--- config.mk ---
export PLATFORM = sky130hd
export DESIGN_NAME = stack_core
export DESIGN_NICKNAME = d
export VERILOG_FILES = /design/src/rtl/stack_core_pkg.sv /design/src/rtl/stack_alu.sv /design/src/rtl/op_stack.sv /design/src/rtl/stack_core.sv
export SDC_FILE = /design/constraint.sdc
export NUM_CORES = 2
export LEC_CHECK = 0
export ABC_AREA = 1
export BUFFER_PORTS_ARGS = -buffer_cell sky130_fd_sc_hd__buf_2
export CAP_MARGIN = 20
export CORE_AREA = 2 2 464 466
export CTS_BUF_LIST = sky130_fd_sc_hd__clkbuf_16
export DETAILED_ROUTE_END_ITERATION = 8
export DIE_AREA = 0 0 466 468
export PLACE_DENSITY = 0.47
export SLEW_MARGIN = 10
export SYNTH_ARGS = -nofsm -noshare
export SYNTH_HDL_FRONTEND = slang
export SYNTH_SLANG_ARGS = --single-unit
--- constraint.sdc ---
create_clock -name clk -period 6.64 [get_ports clk]
set_clock_uncertainty 0.05 [all_clocks]
set_input_delay 1.328 -clock clk [delete_from_list [all_inputs] [get_ports clk]]
set_output_delay 1.328 -clock clk [all_outputs]
set_load 0.1 [all_outputs]
--- src/rtl/stack_core_pkg.sv ---
package stack_core_pkg;
  localparam int OP_W = 8;

  localparam logic [OP_W-1:0] OP_LOAD  = 8'h01;
  localparam logic [OP_W-1:0] OP_STORE = 8'h02;
  localparam logic [OP_W-1:0] OP_ADD   = 8'h10;
  localparam logic [OP_W-1:0] OP_SUB   = 8'h11;
  localparam logic [OP_W-1:0] OP_MUL   = 8'h12;
  localparam logic [OP_W-1:0] OP_DIV   = 8'h13;
  localparam logic [OP_W-1:0] OP_JUMP  = 8'h20;
  localparam logic [OP_W-1:0] OP_HALT  = 8'hFF;

  typedef enum logic [2:0] {
    ST_FETCH,
    ST_DECODE,
    ST_MEM,
    ST_WB,
    ST_HALT
  } core_state_e;

  typedef enum logic [1:0] {
    SK_NONE,
    SK_PUSH,
    SK_POP,
    SK_FOLD
  } stack_op_e;
endpackage

--- src/rtl/stack_alu.sv ---
module stack_alu
  import stack_core_pkg::*;
#(
  parameter int W = 32
) (
  input  logic [OP_W-1:0] sel,
  input  logic [W-1:0]    lhs,
  input  logic [W-1:0]    rhs,
  output logic [W-1:0]    y
);
  always_comb begin
    case (sel)
      OP_ADD:  y = lhs + rhs;
      OP_SUB:  y = lhs - rhs;
      OP_MUL:  y = lhs * rhs;
      OP_DIV:  y = (rhs == '0) ? '1 : lhs / rhs;
      default: y = '0;
    endcase
  end
endmodule

--- src/rtl/op_stack.sv ---
module op_stack
  import stack_core_pkg::*;
#(
  parameter int W     = 32,
  parameter int DEPTH = 8
) (
  input  logic                       clk,
  input  logic                       rst_n,
  input  stack_op_e                  op,
  input  logic [W-1:0]               wdata,
  output logic [W-1:0]               top,
  output logic [W-1:0]               second,
  output logic [$clog2(DEPTH+1)-1:0] count
);
  localparam int CNT_W = $clog2(DEPTH+1);
  localparam int IDX_W = (DEPTH > 1) ? $clog2(DEPTH) : 1;

  logic [W-1:0]     slot_q [DEPTH];
  logic [CNT_W-1:0] cnt_q, cnt_d;
  logic [IDX_W-1:0] top_idx, sec_idx, wr_idx;
  logic             wr_en;

  assign top_idx = IDX_W'(cnt_q - CNT_W'(1));
  assign sec_idx = IDX_W'(cnt_q - CNT_W'(2));
  assign top     = slot_q[top_idx];
  assign second  = slot_q[sec_idx];
  assign count   = cnt_q;

  always_comb begin
    cnt_d  = cnt_q;
    wr_en  = 1'b0;
    wr_idx = IDX_W'(cnt_q);
    case (op)
      SK_PUSH: begin
        cnt_d = cnt_q + CNT_W'(1);
        wr_en = 1'b1;
      end
      SK_POP:  cnt_d = cnt_q - CNT_W'(1);
      SK_FOLD: begin
        cnt_d  = cnt_q - CNT_W'(1);
        wr_en  = 1'b1;
        wr_idx = sec_idx;
      end
      default: ;
    endcase
  end

  always_ff @(posedge clk or negedge rst_n) begin
    if (!rst_n) cnt_q <= '0;
    else        cnt_q <= cnt_d;
  end

  always_ff @(posedge clk) begin
    if (wr_en) slot_q[wr_idx] <= wdata;
  end

  a_r8_no_overflow: assert property (@(posedge clk) disable iff (!rst_n)
    (op == SK_PUSH) |-> (cnt_q < CNT_W'(DEPTH)));
  a_r8_no_underflow: assert property (@(posedge clk) disable iff (!rst_n)
    (op == SK_POP) |-> (cnt_q != '0));
  a_r4_fold_needs_two: assert property (@(posedge clk) disable iff (!rst_n)
    (op == SK_FOLD) |-> (cnt_q >= CNT_W'(2)));
  a_r2_push_grows: assert property (@(posedge clk) disable iff (!rst_n)
    (op == SK_PUSH) |=> (cnt_q == $past(cnt_q) + CNT_W'(1)));
endmodule

--- src/rtl/stack_core.sv ---
module stack_core
  import stack_core_pkg::*;
#(
  parameter int DATA_W = 32,
  parameter int ADDR_W = 24,
  parameter int DEPTH  = 8
) (
  input  logic                   clk,
  input  logic                   rst_n,
  output logic [ADDR_W-1:0]      imem_addr,
  input  logic [OP_W+ADDR_W-1:0] imem_rdata,
  output logic [ADDR_W-1:0]      dmem_addr,
  output logic                   dmem_re,
  output logic                   dmem_we,
  output logic [DATA_W-1:0]      dmem_wdata,
  input  logic [DATA_W-1:0]      dmem_rdata,
  output logic                   halted,
  output logic                   stack_err
);
  localparam int INSTR_W = OP_W + ADDR_W;
  localparam int CNT_W   = $clog2(DEPTH+1);

  logic                rs_meta_q, rs_q;
  core_state_e         state_q, state_d;
  logic [ADDR_W-1:0]   pc_q, pc_d;
  logic [INSTR_W-1:0]  ir_q;
  logic                ir_en;
  logic                err_q, err_d;
  logic [OP_W-1:0]     opc;
  logic [ADDR_W-1:0]   fld;
  logic                is_arith, fault;
  stack_op_e           sk_op;
  logic [DATA_W-1:0]   sk_wdata, sk_top, sk_second, alu_y;
  logic [CNT_W-1:0]    sk_count;

  // reset: asserted at once, released through two flops
  always_ff @(posedge clk or negedge rst_n) begin
    if (!rst_n) begin
      rs_meta_q <= 1'b0;
      rs_q      <= 1'b0;
    end else begin
      rs_meta_q <= 1'b1;
      rs_q      <= rs_meta_q;
    end
  end

  assign opc      = ir_q[INSTR_W-1 -: OP_W];
  assign fld      = ir_q[ADDR_W-1:0];
  assign is_arith = (opc == OP_ADD) || (opc == OP_SUB) ||
                    (opc == OP_MUL) || (opc == OP_DIV);

  always_comb begin
    if (opc == OP_LOAD)                          fault = (sk_count == CNT_W'(DEPTH));
    else if (opc == OP_STORE)                    fault = (sk_count == '0);
    else if (is_arith)                           fault = (sk_count < CNT_W'(2));
    else if ((opc == OP_JUMP) || (opc == OP_HALT)) fault = 1'b0;
    else                                         fault = 1'b1;
  end

  // next-state logic
  always_comb begin
    state_d  = state_q;
    pc_d     = pc_q;
    err_d    = err_q;
    ir_en    = 1'b0;
    sk_op    = SK_NONE;
    sk_wdata = alu_y;
    dmem_re  = 1'b0;
    dmem_we  = 1'b0;
    case (state_q)
      ST_FETCH:  state_d = ST_DECODE;
      ST_DECODE: begin
        ir_en   = 1'b1;
        state_d = ST_MEM;
      end
      ST_MEM: begin
        if (fault) begin
          err_d   = 1'b1;
          state_d = ST_HALT;
        end else if (opc == OP_HALT) begin
          state_d = ST_HALT;
        end else begin
          dmem_re = (opc == OP_LOAD);
          dmem_we = (opc == OP_STORE);
          state_d = ST_WB;
        end
      end
      ST_WB: begin
        if (opc == OP_LOAD) begin
          sk_op    = SK_PUSH;
          sk_wdata = dmem_rdata;
        end else if (opc == OP_STORE) begin
          sk_op = SK_POP;
        end else if (is_arith) begin
          sk_op = SK_FOLD;
        end
        pc_d    = (opc == OP_JUMP) ? fld : pc_q + ADDR_W'(1);
        state_d = ST_FETCH;
      end
      default: state_d = ST_HALT;
    endcase
  end

  always_ff @(posedge clk or negedge rs_q) begin
    if (!rs_q) begin
      state_q <= ST_FETCH;
      pc_q    <= '0;
      err_q   <= 1'b0;
    end else begin
      state_q <= state_d;
      pc_q    <= pc_d;
      err_q   <= err_d;
    end
  end

  always_ff @(posedge clk) begin
    if (ir_en) ir_q <= imem_rdata;
  end

  op_stack #(.W(DATA_W), .DEPTH(DEPTH)) u_stack (
    .clk    (clk),
    .rst_n  (rs_q),
    .op     (sk_op),
    .wdata  (sk_wdata),
    .top    (sk_top),
    .second (sk_second),
    .count  (sk_count)
  );

  stack_alu #(.W(DATA_W)) u_alu (
    .sel (opc),
    .lhs (sk_second),
    .rhs (sk_top),
    .y   (alu_y)
  );

  assign imem_addr  = pc_q;
  assign dmem_addr  = fld;
  assign dmem_wdata = sk_top;
  assign halted     = (state_q == ST_HALT);
  assign stack_err  = err_q;

  a_r7_halt_quiet: assert property (@(posedge clk) disable iff (!rs_q)
    halted |-> (!dmem_we && !dmem_re));
  a_r7_pc_hold: assert property (@(posedge clk) disable iff (!rs_q)
    halted |=> $stable(imem_addr));
  a_r8_err_sticky: assert property (@(posedge clk) disable iff (!rs_q)
    stack_err |=> stack_err);
  a_r8_err_halts: assert property (@(posedge clk) disable iff (!rs_q)
    stack_err |-> halted);
  a_r2_rw_exclusive: assert property (@(posedge clk) disable iff (!rs_q)
    !(dmem_we && dmem_re));
  a_r1_pc_steady_in_decode: assert property (@(posedge clk) disable iff (!rs_q)
    (state_q == ST_DECODE) |=> $stable(imem_addr));
endmodule

; Yosys cells after proc, flatten, opt, wreduce, memory -nomap -nowiden
; Memory sizes are Yosys's and may differ from the RTL's.
; Index checks and enable logic that the tools add are counted.
[totals]
ff_bits = 66
ram_bits = 256
output_inout_bits = 84
elab_cells = 72
mem_count = 1
[memory_table]
columns = name, words, width, read_ports, rd_clocked_by_memory_dff, wr, line
row1 = u_stack.slot_q, 8, 32, 2, 0, 1, op_stack.sv:18  ; logic [W-1:0] slot_q [DEPTH];
[op_classes]
addsub = 6
n_mul = 1
div_mod_pow = 1
n_lt_le_gt_ge = 1
n_eq_ne = 16
muxes = 28
n_reduce_logical = 11
[ops]
columns = operator, n
row1 = one-hot mux 32 bit (4 select lines), 1
row2 = 2-to-1 mux 32 bit, 3
row3 = adder 32 bit, 1
row4 = divider 32 x 32 -> 32 bit, 1
row5 = == test 8 x 5 -> 1 bit (second input constant), 4
row6 = zero test 32 bit, 1
row7 = multiplier 32 x 32 -> 32 bit, 1
row8 = subtractor 32 bit, 1
row9 = adder 24 x 1 -> 24 bit (second input constant), 1
row10 = 2-to-1 mux 24 bit, 1
row11 = 2-to-1 mux 1 bit, 14
row12 = one-hot mux 3 bit (4 select lines), 1
row13 = 2-to-1 mux 3 bit, 3
row14 = == test 8 x 1 -> 1 bit (second input constant), 1
row15 = == test 8 x 2 -> 1 bit (second input constant), 1
row16 = == test 8 x 6 -> 1 bit (second input constant), 1
row17 = == test 8 bit (second input constant), 1
row18 = 2-to-1 mux 2 bit, 4
row19 = one-hot mux 4 bit (2 select lines), 1
row20 = == test 3 x 2 -> 1 bit (second input constant), 2
row21 = adder 4 x 1 -> 4 bit (second input constant), 1
row22 = == test 2 bit (second input constant), 2
row23 = == test 4 bit (second input constant), 1
row24 = zero test 4 bit, 1
row25 = other kinds (11), 15

; Depth between registers and ports, before layout
[depth]
ltp_word = 13
mapped_depth = 668
mapped_depth_nobuf = 644

; Cells and area by module
; Synthesis repeated with hierarchy kept, for this count alone.
[unflattened]
hier_cells = 9720
hier_area_um2 = 65585.4
[modules_own_cells]
columns = mod, instances, cells_per_inst, area_each_um2
row1 = stack_alu, 1, 7523, 47752.0
row2 = op_stack, 1, 1752, 14014.7
row3 = stack_core, 1, 445, 3818.7

; Least setup slack after synthesis
; OpenSTA, ideal clock, no wires.
[synth_timing]
kind = register -> register
startpoint = reg u_stack.cnt_q[0], in the netlist u_stack.count[0]
endpoint = mem u_stack.slot_q[0][0], data pin
arrival_ps = 74721
required_ps = 6262
path_slack_ps = -68459
path_stages_with_launch = 636
n_path_buf = 28
period_less_slack_ps = 75099
cell_sequence = dfrtp_1 buf_6 inv_4 buf_6 buf_6 buf_6 buf_6 buf_6 buf_2 ha_1 buf_4 buf_2 buf_2 buf_2 a21oi_1 o21ai_0 o21ai_0 nand2_1 [... 600 more ...] a221o_1 nand2_1 buf_6 nor2_1 a21oi_1 ha_1 a21oi_1 o21ai_0 a21oi_1 o21bai_1 a21o_1 a21oi_1 o221a_2 o221ai_1 nand2_1 a21oi_1 o31ai_1 o2111ai_1
[synth_via]
elab_chain_cells = 7
[synth_rtl]
columns = element, line
row1 = from (decl), op_stack.sv:19  ; logic [CNT_W-1:0] cnt_q, cnt_d;
row2 = from (signal assigned), op_stack.sv:50  ; else cnt_q <= cnt_d;
row3 = subtractor 4 x 1 -> 4 bit / subtractor 3 x 2 -> 3 bit (equally long branches), n/a
row4 = memory read (8 x 32 bit) *, n/a
row5 = divider 32 x 32 -> 32 bit / zero test 32 bit (equally long branches), stack_alu.sv:16  ; OP_DIV: y = (rhs == '0) ? '1 : lhs / rhs;
row6 = 2-to-1 mux 32 bit, stack_alu.sv:16
row7 = one-hot mux 32 bit (4 select lines) *, stack_alu.sv:12  ; case (sel)
row8 = 2-to-1 mux 32 bit, stack_core.sv:89  ; if (opc == OP_LOAD) begin
row9 = 2-to-1 mux 32 bit *, stack_core.sv:70  ; case (state_q)
row10 = net sk_wdata[0], stack_core.sv:33  ; logic [DATA_W-1:0] sk_wdata, sk_top, sk_second, alu_y;
row11 = to (decl), op_stack.sv:18
; The timed path passes the listed nets; every way through them passes the cells marked *.

; Worst setup path in the final report
[layout_timing]
startpoint = reg u_stack.cnt_q[0], in the netlist u_stack.count[0]
endpoint = mem u_stack.slot_q[6][0], data pin
; Same word-level chain as after synthesis.

==> results by group <==
Status
  – Run status: complete, but fails checks
  – Failing checks: setup timing

Global routing
  – Pin count of the biggest net entering global routing: between 80 and 90
  – Antenna violations before repair: 18
  – Global route overflow: 0
  – Vias in the first global route: a little over 70000
  – First-pass GRT wire length: between 400000 and 500000 um
  – GRT Overall Usage: 0.269

Job
  – Max-Cap Viols: 0

Clock network
  – Clock Tree Root: clkbuf_16
  – CTS Hold Bufs: 0
  – Clock Path Buffers: 3
  – CTS H-tree depth: 2
  – Num CTS Buffers: 35
  – Later-pin clock latency in the skew report: around 0.55 ns
  – CTS tree: done
  – Register clock-pin slew on the reported worst setup and hold paths: around 0.06 ns
  – CTS Sinks: between 300 and 400

Synthesis
  – Top cell type's share of synthesized area: 0.136
  – Post-synthesis cell count: just over 9000
  – Warnings from Yosys: 0
  – Predominant post-synthesis flop cell: edfxtp_1
  – Most numerous cell in the Yosys netlist: nand2_1
  – Leading area contributor after synthesis: ha_1
  – Post-synth cell types: 85
  – Mapped Nets: a little over 10000
  – EDFF count, synth: 288
  – Fraction of registers with async set/reset: 0.106
  – Register bit total from synthesis: between 300 and 400
  – Top cells by area, synth: ha_1, edfxtp_1, nand2_1, fa_1, inv_1
  – Synth top cells by count: nand2_1, inv_1, ha_1, a21oi_1, nor2_1
  – Post-Synthesis Cell Area: 0.0636 mm^2
  – Register area share after synthesis: 0.149
  – Syn Area/Cell: approximately 7 um^2

Layout
  – Area grow syn2layout: 55.0%
  – Share of layout cells above drive strength 1: 0.399
  – Nets@finish: roughly 13000

Pwr
  – Final Power: between 4 and 5 mW
  – Cell Pwr Density: just over 40 mW/mm^2
  – Max VDD drop: approximately 0.20 mV
  – Leakage: around 52 nW

Critical path
  – CP required: about 6.8 ns
  – Max incr delay on CP: between 0.4 and 0.5 ns
  – Crit end category: flop
  – Cell mode on critical path: buf_4
  – Setup CP Type: reg -> reg
  – CP max-delay cell: dfrtp_4
  – CP startpoint kind: flop
  – Max Fanout on Critical Path: 9
  – WP data arrival: between 60 and 70 ns

Floorplan
  – Core Region: 0.213 mm^2
  – Die Footprint: around 0.22 mm^2
  – # rows: 170
  – Die Ht: 468 um
  – Io pins: 150
  – Die W: ~470 um
  – Initial Util: 0.298

STA
  – Slew Viols, Final: 0
  – Final Cycle Share: 10.5
  – RSZ-0062 raised after global routing: true
  – Final setup margin: -63.13 ns
  – Post-layout min period: 69.77 ns
  – Setup violators final: 256
  – Worst slew pin tran: ~1 ns
  – Max_slew headroom: 0.349
  – Final Hold Vio Count: 0
  – Max Freq: 0.0143 GHz

Placed design
  – Placement Setup Slack: -66.99 ns
  – I/O Buffers: approximately 150
  – GPL Wtd Cong: approximately 0.98
  – Post-detail-place hpwl: between 200000 and 250000 um

Route
  – Vias: about 73000
  – Wirelength per Cell: roughly 20 um
  – Starting DRT DRC Count: about 5300
  – Vias/cell: 4.85
  – DR pass1 iterations: 6
  – Post-Route WL: ~300000 um
  – DRC: 0
  – Final ANT Viol Nets: 0

Min path
  – Type of the tightest min-delay check: reg -> async
==> placed cells by master (no fill, tap or decap), types with 102 or more instances in the layout <==
cell type and instances:
inv_1 1494, fa_1 409, xor2_1 294, inv_2 153, buf_4 3140, nor2_1 512
nand2_2 285, o21ai_1 102, buf_2 145, nand3_1 334, nand2_1 1974, ha_1 553
o21ai_0 285, a21oi_1 445, a21oi_2 136, xnor2_1 150, ha_4 137, edfxtp_1 288
==> per-stage QoR <==
stage                      util   TNS, ns  hold WS, ns  instances  instance area [um^2]
final                     0.462  -6367.75        0.250      15101                 98700
after floorplan               -  -6343.20        0.281       9061                 65200
after global routing      0.462  -6918.35        0.284      15100                 98600
after CTS                 0.444  -6259.59        0.263      14959                 94800
after detailed placement  0.407  -6738.57        0.275      14290                 86900
after global placement    0.407  -6577.98        0.258      14290                 86900
==> cell type report <==
cell class,count,area (um^2)
Sequential cell,322,9500
Clock inverter,27,160
Clock buffer,36,901
Timing Repair Buffer,3410,26200
Fill cell,21250,115000
Multi-Input combinational cell,6777,51900
Antenna cell,3,7.51
Tap cell,2838,3550
Timing Repair inverter,4,30.0
Inverter,1684,6400
==> kinds of logic after synthesis <==
| logic type | count (synthesis) | synth area share |
|---|---|---|
| AOI/OAI and AO/OA | 1496 | 0.137 |
| xor gates and xnor gates | 453 | 0.0626 |
| adders and majority gates | 1102 | 0.265 |
| buffers and inverters | 1965 | 0.130 |
| DFF | 322 | 0.149 |
| muxes | 8 | 0.00177 |
| other | 1 | 0.0000589 |
| and+or+nand+nor | 3714 | 0.254 |
==> registers in the layout, indices dropped and copies added (netlist names) <==
register / count
imem_addr: 24
ir_q: 32
rs_meta_q: 1
rs_q: 1
stack_err: 1
state_q: 3
u_stack.count: 4
u_stack.slot_q: 256
==> critical path, delay by kind of cell, from the launching register on <==
family / cells / cell delay [ns]
AOI/OAI and AO/OA: 166 / 23.11
xor gates and xnor gates: 4 / 0.53
and+or+nand+nor: 219 / 18.98
buffers and inverters: 174 / 18.02
adders and majority gates: 31 / 7.93
muxes: 1 / 0.24
DFF: 1 / 0.43
==> metal layers <==
layer  global-route usage  vias up  routed length (um)
li1                     -    35426                   -
met1                0.373    35057              135000
met2                0.421     2327              132000
met3               0.0414      457               23300
met4               0.0921       14               13000
met5                    0        -                 100
==> path summary, 6_finish.rpt <==
| check | slack (ns) | from | end | cells past startpoint |
|---|---|---|---|---|
| max | -63.13 | u_stack.count[0] | u_stack.slot_q[6][0] | 595 |
| min | 0.25 | rs_q | u_stack.count[2] | 1 |
| max reg2reg | -63.13 | u_stack.count[0] | u_stack.slot_q[6][0] | 595 |
| min reg2reg | 0.25 | rs_q | u_stack.count[2] | 1 |
| max in group asynchronous | 5.91 | rst_n | rs_meta_q | 1 |
| min in group clk | 0.30 | rs_meta_q | rs_q | 0 |
==> what timing repair did <==
item | 4_1_cts | 5_1_grt
setup endpoints to repair | 256 | 256
gates resized for setup | 519 | 614
gates cloned | 9 | 2
pin swaps | 402 | 454
buffers inserted | 599 | 146
==> power by group <==
part / switching [mW] / internal, mW
Sequential: 0.000184 / 2.18
Combinational: 0.0126 / 0.0136
Clock: 0.861 / 1.03
Total: 0.874 / 3.22
Note: power is estimated with default switching activity, not from simulation.
